==> src/rtl/pgw_pkg.sv <==
package pgw_pkg;

  typedef enum logic [1:0] {
    ST_OFF  = 2'd0,
    ST_QUAL = 2'd1,
    ST_GOOD = 2'd2
  } pgwState_e;

  typedef struct packed {
    logic runAsrt;
    logic runDsrt;
    logic holdGood;
  } pgwStrobe_t;

endpackage

==> src/rtl/pgw_tick_cnt.sv <==
module pgw_tick_cnt #(
  parameter int LIMIT = 5
) (
  input  logic clk,
  input  logic rstN,
  input  logic run,
  input  logic tick,
  output logic done
);
  localparam int CNT_W = (LIMIT < 2) ? 1 : $clog2(LIMIT);
  localparam logic [CNT_W-1:0] LAST = CNT_W'(LIMIT - 1);

  logic [CNT_W-1:0] cnt;

  assign done = run && tick && (cnt == LAST);

  always_ff @(posedge clk or negedge rstN) begin
    if (!rstN) begin
      cnt <= '0;
    end else if (!run) begin
      cnt <= '0;
    end else if (tick) begin
      if (cnt == LAST) cnt <= '0;
      else             cnt <= cnt + 1'b1;
    end
  end

  AST_CNT_IN_RANGE: assert property (@(posedge clk) disable iff (!rstN)
    cnt <= LAST);
  AST_CNT_RESTART: assert property (@(posedge clk) disable iff (!rstN)
    !run |=> cnt == '0);
  AST_CNT_NO_TICK_HOLD: assert property (@(posedge clk) disable iff (!rstN)
    (run && !tick) |=> $stable(cnt));

endmodule

==> src/rtl/pgw_datapath.sv <==
module pgw_datapath
  import pgw_pkg::*;
#(
  parameter int ASSERT_TICKS   = 5,
  parameter int DEASSERT_TICKS = 6
) (
  input  logic       clk,
  input  logic       rstN,
  input  logic       enable,
  input  logic       faultLatched,
  input  logic       tick,
  input  logic       fbAboveHiIn,
  input  logic       fbAboveHiOut,
  input  logic       fbBelowLoIn,
  input  logic       fbBelowLoOut,
  input  pgwStrobe_t strobe,
  output logic       innerOk,
  output logic       outerLost,
  output logic       asrtDone,
  output logic       dsrtDone,
  output logic       pgPullLow
);

  // Hysteretic window: tight levels to enter, wide levels to leave.
  assign innerOk   = !fbAboveHiIn && !fbBelowLoIn;
  assign outerLost = fbAboveHiOut || fbBelowLoOut;

  pgw_tick_cnt #(.LIMIT(ASSERT_TICKS)) uAsrtCnt (
    .clk  (clk),
    .rstN (rstN),
    .run  (strobe.runAsrt),
    .tick (tick),
    .done (asrtDone)
  );

  pgw_tick_cnt #(.LIMIT(DEASSERT_TICKS)) uDsrtCnt (
    .clk  (clk),
    .rstN (rstN),
    .run  (strobe.runDsrt),
    .tick (tick),
    .done (dsrtDone)
  );

  // Fault and enable act without a clock edge.
  assign pgPullLow = !(strobe.holdGood && enable && !faultLatched);

  AST_RUN_EXCLUSIVE: assert property (@(posedge clk) disable iff (!rstN)
    !(strobe.runAsrt && strobe.runDsrt));

endmodule

==> src/rtl/pgw_ctrl.sv <==
module pgw_ctrl
  import pgw_pkg::*;
(
  input  logic       clk,
  input  logic       rstN,
  input  logic       enable,
  input  logic       ssDone,
  input  logic       faultLatched,
  input  logic       innerOk,
  input  logic       outerLost,
  input  logic       asrtDone,
  input  logic       dsrtDone,
  output pgwStrobe_t strobe
);

  pgwState_e state, stateNxt;

  always_comb begin
    stateNxt = state;
    if (!enable) begin
      stateNxt = ST_OFF;
    end else begin
      unique case (state)
        ST_OFF:  if (ssDone) stateNxt = ST_QUAL;
        ST_QUAL: if (!faultLatched && asrtDone) stateNxt = ST_GOOD;
        ST_GOOD: begin
          if (faultLatched)  stateNxt = ST_QUAL;
          else if (dsrtDone) stateNxt = ST_QUAL;
        end
        default: stateNxt = ST_OFF;
      endcase
    end
  end

  always_ff @(posedge clk or negedge rstN) begin
    if (!rstN) state <= ST_OFF;
    else       state <= stateNxt;
  end

  always_comb begin
    strobe.runAsrt  = enable && !faultLatched && (state == ST_QUAL) && innerOk;
    strobe.runDsrt  = enable && !faultLatched && (state == ST_GOOD) && outerLost;
    strobe.holdGood = (state == ST_GOOD);
  end

  AST_DISABLE_CLEARS: assert property (@(posedge clk) disable iff (!rstN)
    !enable |=> state == ST_OFF);
  AST_NEED_SOFTSTART: assert property (@(posedge clk) disable iff (!rstN)
    (state == ST_OFF) |=> state != ST_GOOD);
  AST_GOOD_AFTER_QUAL: assert property (@(posedge clk) disable iff (!rstN)
    $rose(strobe.holdGood) |-> $past(asrtDone));
  AST_FAULT_DROPS: assert property (@(posedge clk) disable iff (!rstN)
    faultLatched |=> state != ST_GOOD);
  AST_DROP_AFTER_DELAY: assert property (@(posedge clk) disable iff (!rstN)
    ($fell(strobe.holdGood) && $past(enable) && !$past(faultLatched)) |-> $past(dsrtDone));
  AST_BAND_KEEPS_GOOD: assert property (@(posedge clk) disable iff (!rstN)
    (state == ST_GOOD && enable && !faultLatched && !outerLost) |=> state == ST_GOOD);

endmodule

==> src/rtl/pgw_monitor.sv <==
module pgw_monitor
  import pgw_pkg::*;
#(
  parameter int ASSERT_TICKS   = 5,
  parameter int DEASSERT_TICKS = 6
) (
  input  logic clk,
  input  logic rstN,
  input  logic enable,
  input  logic ssDone,
  input  logic faultLatched,
  input  logic tick,
  input  logic fbAboveHiIn,
  input  logic fbAboveHiOut,
  input  logic fbBelowLoIn,
  input  logic fbBelowLoOut,
  output logic pgPullLow
);

  pgwStrobe_t strobe;
  logic innerOk, outerLost, asrtDone, dsrtDone;

  pgw_ctrl uCtrl (
    .clk          (clk),
    .rstN         (rstN),
    .enable       (enable),
    .ssDone       (ssDone),
    .faultLatched (faultLatched),
    .innerOk      (innerOk),
    .outerLost    (outerLost),
    .asrtDone     (asrtDone),
    .dsrtDone     (dsrtDone),
    .strobe       (strobe)
  );

  pgw_datapath #(
    .ASSERT_TICKS   (ASSERT_TICKS),
    .DEASSERT_TICKS (DEASSERT_TICKS)
  ) uDp (
    .clk          (clk),
    .rstN         (rstN),
    .enable       (enable),
    .faultLatched (faultLatched),
    .tick         (tick),
    .fbAboveHiIn  (fbAboveHiIn),
    .fbAboveHiOut (fbAboveHiOut),
    .fbBelowLoIn  (fbBelowLoIn),
    .fbBelowLoOut (fbBelowLoOut),
    .strobe       (strobe),
    .innerOk      (innerOk),
    .outerLost    (outerLost),
    .asrtDone     (asrtDone),
    .dsrtDone     (dsrtDone),
    .pgPullLow    (pgPullLow)
  );

endmodule

==> config.mk <==
export PLATFORM = sky130hd
export DESIGN_NAME = pgw_monitor
export DESIGN_NICKNAME = d
export VERILOG_FILES = /design/src/rtl/pgw_pkg.sv /design/src/rtl/pgw_tick_cnt.sv /design/src/rtl/pgw_datapath.sv /design/src/rtl/pgw_ctrl.sv /design/src/rtl/pgw_monitor.sv
export SDC_FILE = /design/constraint.sdc
export NUM_CORES = 1
export LEC_CHECK = 0
export CELL_PAD_IN_SITES_DETAIL_PLACEMENT = 0
export CELL_PAD_IN_SITES_GLOBAL_PLACEMENT = 2
export CORE_UTILIZATION = 27
export CTS_CLUSTER_SIZE = 20
export DETAILED_ROUTE_END_ITERATION = 16
export PLACE_DENSITY_LB_ADDON = 0.1
export SYNTH_ARGS = -nofsm -noshare
export SYNTH_HDL_FRONTEND = slang
export SYNTH_SLANG_ARGS = --single-unit
export TNS_END_PERCENT = 50
==> constraint.sdc <==
create_clock -name clk -period 1.3 [get_ports clk]
set_input_delay 0.325 -clock clk [delete_from_list [all_inputs] [get_ports clk]]
set_output_delay 0.325 -clock clk [all_outputs]
set_load 0.005 [all_outputs]
Word-level counts from Yosys, hierarchy flattened
Cells that the tools add are included.

cells by class
  equal/unequal tests = 9
  $add $sub $neg = 2
  mux-type cells = 12
  reduce and logical (&&, ||, !) cells = 20

operators with widths
  cell                                                                   number
  3-bit two-way mux                                                      6
  1-bit logical AND                                                      13
  2-bit two-way mux                                                      5
  3-bit by 1-bit adder with 3-bit output, second input constant          2
  3-bit equality test, second input constant                             2
  2-bit one-hot mux with 3 select lines                                  1
  1-bit logical NOT                                                      4
  2-bit != test, second input constant                                   2
  4-bit != test, second input constant                                   1
  3-bit by 2-bit != test with 1-bit output, second input constant        1
  3-bit != test, second input constant                                   1
  3-bit AND reduction                                                    1
  2-bit by 1-bit equality test with 1-bit output, second input constant  1
  2-bit equality test, second input constant                             1
  2-bit logical NOT                                                      1
  1-bit logical OR                                                       1

storage, ports and cells
  output and inout bits = 1
  register bits after elaboration = 8
  word-level logic and storage cells = 46

Depth between registers and ports, before layout
Gate-level depths: netlist of the first run.

  depth in word-level cells = 10
  mapped depth = 5
  gate-level depth less buffers = 5

By module
A second synthesis of the first run with hierarchy kept.

second synthesis, totals
  cells, all modules = 50
  area total of the unflattened synthesis = 479.2 sq um

by module, submodules not included
  module                       times used  area each (sq um)  cells an instance
  pgw_tick_cnt (uDp.uAsrtCnt)  1           176.4              19
  pgw_tick_cnt (uDp.uDsrtCnt)  1           152.6              13
  pgw_ctrl                     1           132.6              15
  pgw_datapath                 1           17.5               3

Worst setup path before layout of the first run
Ideal clock, no wire load.

  kind = register to register
  start = reg uCtrl.state[1]
  end = reg uCtrl.state[1]
  arrival = 1066 ps
  stages on the path, launching flop included = 4
  setup slack = 156 ps
  path buffers = 0
  data required time = 1222 ps
  cells stage by stage = dfrtp_1 -> nand3b_1 -> or4_4 -> o21bai_1

between the ends
  word-level cells in the longest chain between the ends = 8

ends and longest elaborated chain
  what                                                RTL line                        source
  start: declaration                                  pgw_ctrl.sv:16                  pgwState_e state, stateNxt;
  start signal: assignment                            pgw_ctrl.sv:37                  else state <= stateNxt;
  2-bit by 1-bit equality test with 1-bit output      pgw_ctrl.sv:23, pgw_ctrl.sv:41
  1-bit logical AND (2 in series)                     pgw_ctrl.sv:41                  strobe.runAsrt = enable && !faultLatched && (state == ST_QUAL) && innerOk;
  1-bit logical AND (2 in series)                     pgw_tick_cnt.sv:15              assign done = run && tick && (cnt == LAST);
  1-bit logical AND                                   pgw_ctrl.sv:25                  ST_QUAL: if (!faultLatched && asrtDone) stateNxt = ST_GOOD;
  3-bit by 2-bit != test with 1-bit output (no line)  n/a
  3-bit AND reduction (no line)                       n/a

Several ways; a longest one is shown, not always the timed one.
A chain may end at the register's enable or synchronous reset.

Worst setup path after layout of the first run
  start = reg uCtrl.state[0]
  end = out pgPullLow

between the ends
  word-level cells in the longest chain between the ends = 4

ends and longest elaborated chain
  what                             RTL line            source
  2-bit equality test              pgw_ctrl.sv:43      strobe.holdGood = (state == ST_GOOD);
  1-bit logical AND (2 in series)  pgw_datapath.sv:45  assign pgPullLow = !(strobe.holdGood && enable && !faultLatched);
  1-bit logical NOT                pgw_datapath.sv:45
  end: declaration                 pgw_monitor.sv:17   output logic pgPullLow

Every way passes these cells.

==> results.toml, run 1 <==
[drt]
drt-total-wl_mm = 1.03
drtIter0Drc = 7
drc = 0
drt-pass1-iter-count = 4
post_drt_wl_per_cell_um = 12.3
vias = 409
drt.antenna.violating_nets = 0
via_per_inst = 4.87

[power]
max-vdd-ir-drop_mv = 0.525
power_leakage_nw = 0.276
powerDensity_nw_per_um2 = 789

[placed_design]
port_buffers = 10
dp_hpwl_um = 824
placed_area_um2 = 602
gp_congestion = 0.770
pre_cts_slack_ns = -0.645

[timing]
setup_viol = 5
hold_viol = 0
min_period_ns = 1.42
slew_headroom = 0.741
maxSlewViolCount = 0
fin_crit_sh = 1.09
fmax_ghz = 0.703
worst_pin_slew_ns = 0.387
setup-tns-final_ns = -0.294
skew_ns = 0.0122
fin_hold_ws_ns = 0.360
setup_ws_ns = -0.122
grt_setup_unrepaired = "yes"

[clocking]
tritoncts = "built"
cts_buffers = 3
clk_latency_ns = 0.25
cts_hold_buf = 0
clk_pin_slew_ns = 0.06
clockRootBuffer = "clkbuf_4"
cts_max_level = 1
cts.path.max_buffers = 2
clock-sinks = 8

[logic_synthesis]
synth_cell_types = 22
yosys.area.top_type = "dfrtp_1"
ys_warn_count = 0
syn_inst = 45
avgSynthCellArea_um2 = 9.70
synthTopCellsByCount = "dfrtp_1 (8), nand2_1 (5), a21oi_1 (4), o21ai_0 (4), inv_1 (3)"
synth_ff_type = "dfrtp_1"
synth_edf_count = 0
synth_seq_cells = 8
netlist.area_leader.share = 0.458
ys_seq_area_frac = 0.458
synth_most_common_cell = "dfrtp_1"
synthesis.nets = 57
netlist_area_um2 = 437
synth-async-reset-ratio = 1.00
synthTopCellsByArea = "dfrtp_1 (46%), ha_1 (5.7%), a21oi_1 (4.6%), o21ai_0 (4.6%), nand2_1 (4.3%)"

[critical_path]
worstRegToRegCells = 4
end_kind = "primary output"
worstSetupStartpointType = "flip-flop"
cp_data_required_time_ns = 0.98
crit_fanout = 2
cp_data_arrival_time_ns = 1.10
path_class = "reg2out"

[run_status]
violations = "setup timing"
status = "complete, but fails checks"

[final_layout]
drive_above_1_share = 0.294
num_antenna_cells = 0
stdcell_area_um2 = 661
area_growth_pct = 51.3
finalNetCount = 82

[grt]
grt_max_degree = 9
overflow = 0
antenna_found_initial = 0
grt_pass1_vias = 395
grt_pass1_wl_mm = 1.67
grt_usage = 0.123

[flow_run]
cap_violations = 0

[die]
initial_core_util = 0.290
num_rows = 14
die_x_um = 42.2
dieArea_um2 = 1780
io_pins = 11
core-area_um2 = 1510
fp.dieH_um = 42.2

[hold_path]
min_path_type = "in2async"
[metal layers]
layer / up-vias / GRT usage / wire [um]
met4: 0 / 0.0500 / 0
met3: 0 / 0.0302 / 37
li1: 208 / - / -
met5: - / 0 / 0
met2: 8 / 0.206 / 540
met1: 193 / 0.149 / 451
[state kept, by name, indices dropped and copies added, names as in the netlist]
name              flops
uCtrl.state           2
uDp.uAsrtCnt.cnt      3
uDp.uDsrtCnt.cnt      3
[worst paths after layout]
kind | from | end | slack, ns
worst min-delay path | rstN | uDp.uAsrtCnt.cnt[2]$_DFFE_PN0P_ | 0.36
worst max-delay path | uCtrl.state[0]$_DFFE_PN0P_ | pgPullLow | -0.12
max in group asynchronous | rstN | uDp.uDsrtCnt.cnt[1]$_DFFE_PN0P_ | 0.65
min in group clk | faultLatched | uDp.uAsrtCnt.cnt[2]$_DFFE_PN0P_ | 0.53
worst max register to register | uCtrl.state[1]$_DFFE_PN0P_ | uCtrl.state[1]$_DFFE_PN0P_ | -0.09
worst min register to register | uDp.uDsrtCnt.cnt[2]$_DFFE_PN0P_ | uDp.uDsrtCnt.cnt[2]$_DFFE_PN0P_ | 0.56
[logic make-up (layout without fill, tap and decap cells)]
family / Yosys count / in the layout / share of synthesized area
DFF: 8 / 8 / 0.458
and+or+nand+nor: 18 / 18 / 0.255
buffers and inverters: 4 / 27 / 0.0430
AOI/OAI and AO/OA: 11 / 11 / 0.143
xor gates and xnor gates: 1 / 1 / 0.0201
adders and majority gates: 2 / 2 / 0.0573
muxes: 1 / 1 / 0.0229
[what timing repair did]
item | in CTS | in global routing
resized for setup | 8 | 3
setup endpoints to repair | 9 | 8
buffers inserted | 3 | 1
pin swaps | 1 | 2
[cell type report]
class                      instances  area [um2]
tap                               16        20.0
multi-input combinational         33         228
clock buffer                       3        22.5
timing repair buffer              21         179
inverter                           3        11.3
sequential                         8         200
fill                             148         846
[layout by cell type, fill, tap and decap left out]
cell | netlist | layout
dfrtp_1 | 8 | 8
o22ai_1 | 1 | 1
inv_1 | 3 | 3
ha_1 | 2 | 2
nor2b_1 | 1 | 1
or3_1 | 1 | 1
o21ai_1 | 0 | 1
mux2i_1 | 1 | 1
clkbuf_4 | 0 | 3
nor3_1 | 1 | 1
or4_4 | 1 | 1
nand2_1 | 5 | 5
buf_4 | 1 | 10
nand3b_1 | 2 | 2
dlygate4sd2_1 | 0 | 2
buf_6 | 0 | 1
nand3_1 | 1 | 1
o31a_1 | 1 | 1
a21oi_2 | 0 | 2
and4bb_2 | 1 | 1
o21bai_1 | 1 | 1
o21ai_0 | 4 | 3
a21oi_1 | 4 | 2
buf_2 | 0 | 1
nor2_1 | 2 | 1
nor2_2 | 0 | 1
nand4b_1 | 2 | 2
xnor2_1 | 1 | 1
nand2b_1 | 1 | 1
clkdlybuf4s50_1 | 0 | 7
[power breakdown]
part,switching (mW),total (mW),internal [mW],leakage (nW)
Clock,0.0835,0.189,0.106,0.0138
Combinational,0.0270,0.0773,0.0503,0.151
Sequential,0.00229,0.255,0.253,0.110
[worst max-delay path, cell delays in order, from the launching register on]
cell and delay [ns]:
dfrtp_1 0.38, and4bb_2 0.31, inv_1 0.04, buf_2 0.11
[metrics by stage]
stage	std cells	total power, mW	utilization
floorplan	45	0.277	-
global placement	77	0.323	0.400
detailed placement	77	0.327	0.400
CTS	83	0.530	0.429
global route	84	0.555	0.439
finish	84	0.522	0.439
Power figures use the tool's default switching activity.
==> inputs of run 2 (changes only) <==
--- a/config.mk
+++ b/config.mk
@@ -10,6 +10,7 @@
 export CORE_UTILIZATION = 27
 export CTS_CLUSTER_SIZE = 20
 export DETAILED_ROUTE_END_ITERATION = 16
+export GPL_TIMING_DRIVEN = 0
 export PLACE_DENSITY_LB_ADDON = 0.1
 export SYNTH_ARGS = -nofsm -noshare
 export SYNTH_HDL_FRONTEND = slang
==> run 2 against run 1 <==
  * The run still ends with setup timing left
  * Setup slack better by 0.0091 ns
  * Largest cell class unchanged
  * Flip-flop and latch count stayed put
  * Sequential power about the same
  * Clock power shrank 3%
  * Count of clock-buffer cells in the layout unchanged
  * Register-to-register slack improved by 0.14 ns
  * Critical endpoint unchanged
  * Cell count fell by 12%
  * Hold slack improved by 0.0079 ns
  * Sequential share of layout area rose by 4.7 points
  * Critical path depth is the same
  * Highest routed layer unchanged
  * Global-route usage up 0.19 points
  * Die area unchanged
==> results.toml, run 2 (synthesized netlist as in run 1, its figures left out) <==
[placed_design]
placed_area_um2 = 547
gp_congestion = 0.732
port_buffers = 9
dp_hpwl_um = 725

[drt]
routed.top_layer = "met3"
met3_length_um = 32
drt.antenna.violating_nets = 0
drc = 0
post_drt_wl_per_cell_um = 12.3
vias = 366
drtIter0Drc = 2
drt-pass1-iter-count = 2
via_per_inst = 4.95
wl_met1_um = 417
routed-wl-met2_um = 457
drt-total-wl_um = 907

[die]
initial_core_util = 0.290
fp.dieH_um = 42.2
core-area_um2 = 1510
num_rows = 14
die_x_um = 42.2
dieArea_um2 = 1780
io_pins = 11

[critical_path]
worstSetupStartpointType = "flip-flop"
crit_fanout = 3
cp_slowest_stage_delay_ns = 0.39
worstPathCellList = "and4bb_2 -> inv_1 -> buf_2"
worst-path-buf-inv = 2
path_class = "reg2out"
cp_data_arrival_time_ns = 1.09
cp_slowest_cell = "dfrtp_1"
cp_data_required_time_ns = 0.98
critical-path-top-delay-family = "flip-flops"
end_kind = "primary output"

[power]
max-vdd-ir-drop_mv = 0.563
switching_share = 0.209
powerDensity_nw_per_um2 = 853
seqPwrFrac = 0.524
comb_power_share = 0.099
power_leakage_nw = 0.232
p_clk_frac = 0.377
power.total_mw = 0.488
power_switching_mw = 0.102
intPower_mw = 0.386

[clocking]
clk_latency_ns = 0.25
clockRootBuffer = "clkbuf_4"
clock-sinks = 8
clk_pin_slew_ns = 0.05
cts_buffers = 3
cts_hold_buf = 0
cts_max_level = 1
tritoncts = "built"
cts.path.max_buffers = 2

[final_layout]
reg.largest.list = "uDp.uAsrtCnt.cnt (3), uDp.uDsrtCnt.cnt (3), uCtrl.state (2)"
final_common_cell = "dfrtp_1"
layout_common_cells = "dfrtp_1 (8), nand2_1 (5)"
finalNetCount = 72
num_antenna_cells = 0
stdcell_area_um2 = 572
area_growth_pct = 30.9
drive_above_1_share = 0.155

[grt]
overflow = 0
grt_usage = 0.125
grt_pass1_wl_mm = 1.62
antenna_found_initial = 0
grt_pass1_vias = 377
grt_max_degree = 10

[hold_path]
min_path_type = "in2async"

[timing]
skew_ns = 0.00276
worst_pin_slew_ns = 0.392
fin_crit_sh = 1.09
setup_viol = 1
grt_setup_unrepaired = "yes"
maxSlewViolCount = 0
min_period_ns = 1.41
setup_ws_ns = -0.113
slew_headroom = 0.738
hold_viol = 0
setup-tns-final_ns = -0.113
fmax_ghz = 0.708

[flow_run]
cap_violations = 0

[run_status]
violations = "setup timing"
status = "complete, but fails checks"
## run 2: final timing paths
path | to | slack (ns) | cells past startpoint | from
max in group asynchronous | uCtrl.state[1]$_DFFE_PN0P_ | 0.65 | 1 | rstN
max | pgPullLow | -0.11 | 3 | uCtrl.state[0]$_DFFE_PN0P_
min in group clk | uDp.uDsrtCnt.cnt[0]$_DFFE_PN0P_ | 0.40 | 3 | tick
max reg2reg | uCtrl.state[1]$_DFFE_PN0P_ | 0.05 | 3 | uCtrl.state[1]$_DFFE_PN0P_
min reg2reg | uDp.uAsrtCnt.cnt[2]$_DFFE_PN0P_ | 0.55 | 2 | uDp.uAsrtCnt.cnt[2]$_DFFE_PN0P_
min | uDp.uAsrtCnt.cnt[0]$_DFFE_PN0P_ | 0.37 | 1 | rstN
## run 2: area by class of cell
class | count | area, um2
Multi-Input combinational cell | 33 | 223
Inverter | 3 | 11.3
Fill cell | 150 | 935
Sequential cell | 8 | 200
Clock buffer | 3 | 22.5
Tap cell | 16 | 20.0
Timing Repair Buffer | 10 | 87.6
Buffer | 1 | 7.51
## run 2: timing repair
action / CTS / global route
setup buffers: 1 / 0
endpoints found under the setup margin: 5 / 3
pin swaps: 1 / 1
resized for setup: 8 / 1
## run 2: layer usage
layer / vias up / GRT usage
li1: 187 / -
met2: 5 / 0.197
met3: 0 / 0.0690
met1: 174 / 0.152
met5: - / 0
met4: 0 / 0.0188
## run 2: through the flow
| stage | setup WS [ns] | hold WS, ns | util | instances |
|---|---|---|---|---|
| floorplan | 0.156 | 0.0294 | - | 45 |
| global placement | -0.664 | 0.537 | 0.363 | 70 |
| detailed placement | -0.665 | 0.551 | 0.363 | 70 |
| CTS | -0.135 | 0.370 | 0.376 | 74 |
| global route | -0.162 | 0.385 | 0.380 | 74 |
| finish | -0.113 | 0.367 | 0.380 | 74 |
## run 2: power by group through the flow
stage	combinational, mW	clock (mW)	sequential, mW
6_report	0.0482	0.184	0.256
5_1_grt	0.0541	0.213	0.256
4_1_cts	0.0483	0.199	0.255
3_5_place_dp	0.0526	0	0.260
3_3_place_gp	0.0508	0	0.259
2_1_floorplan	0.0181	0	0.259
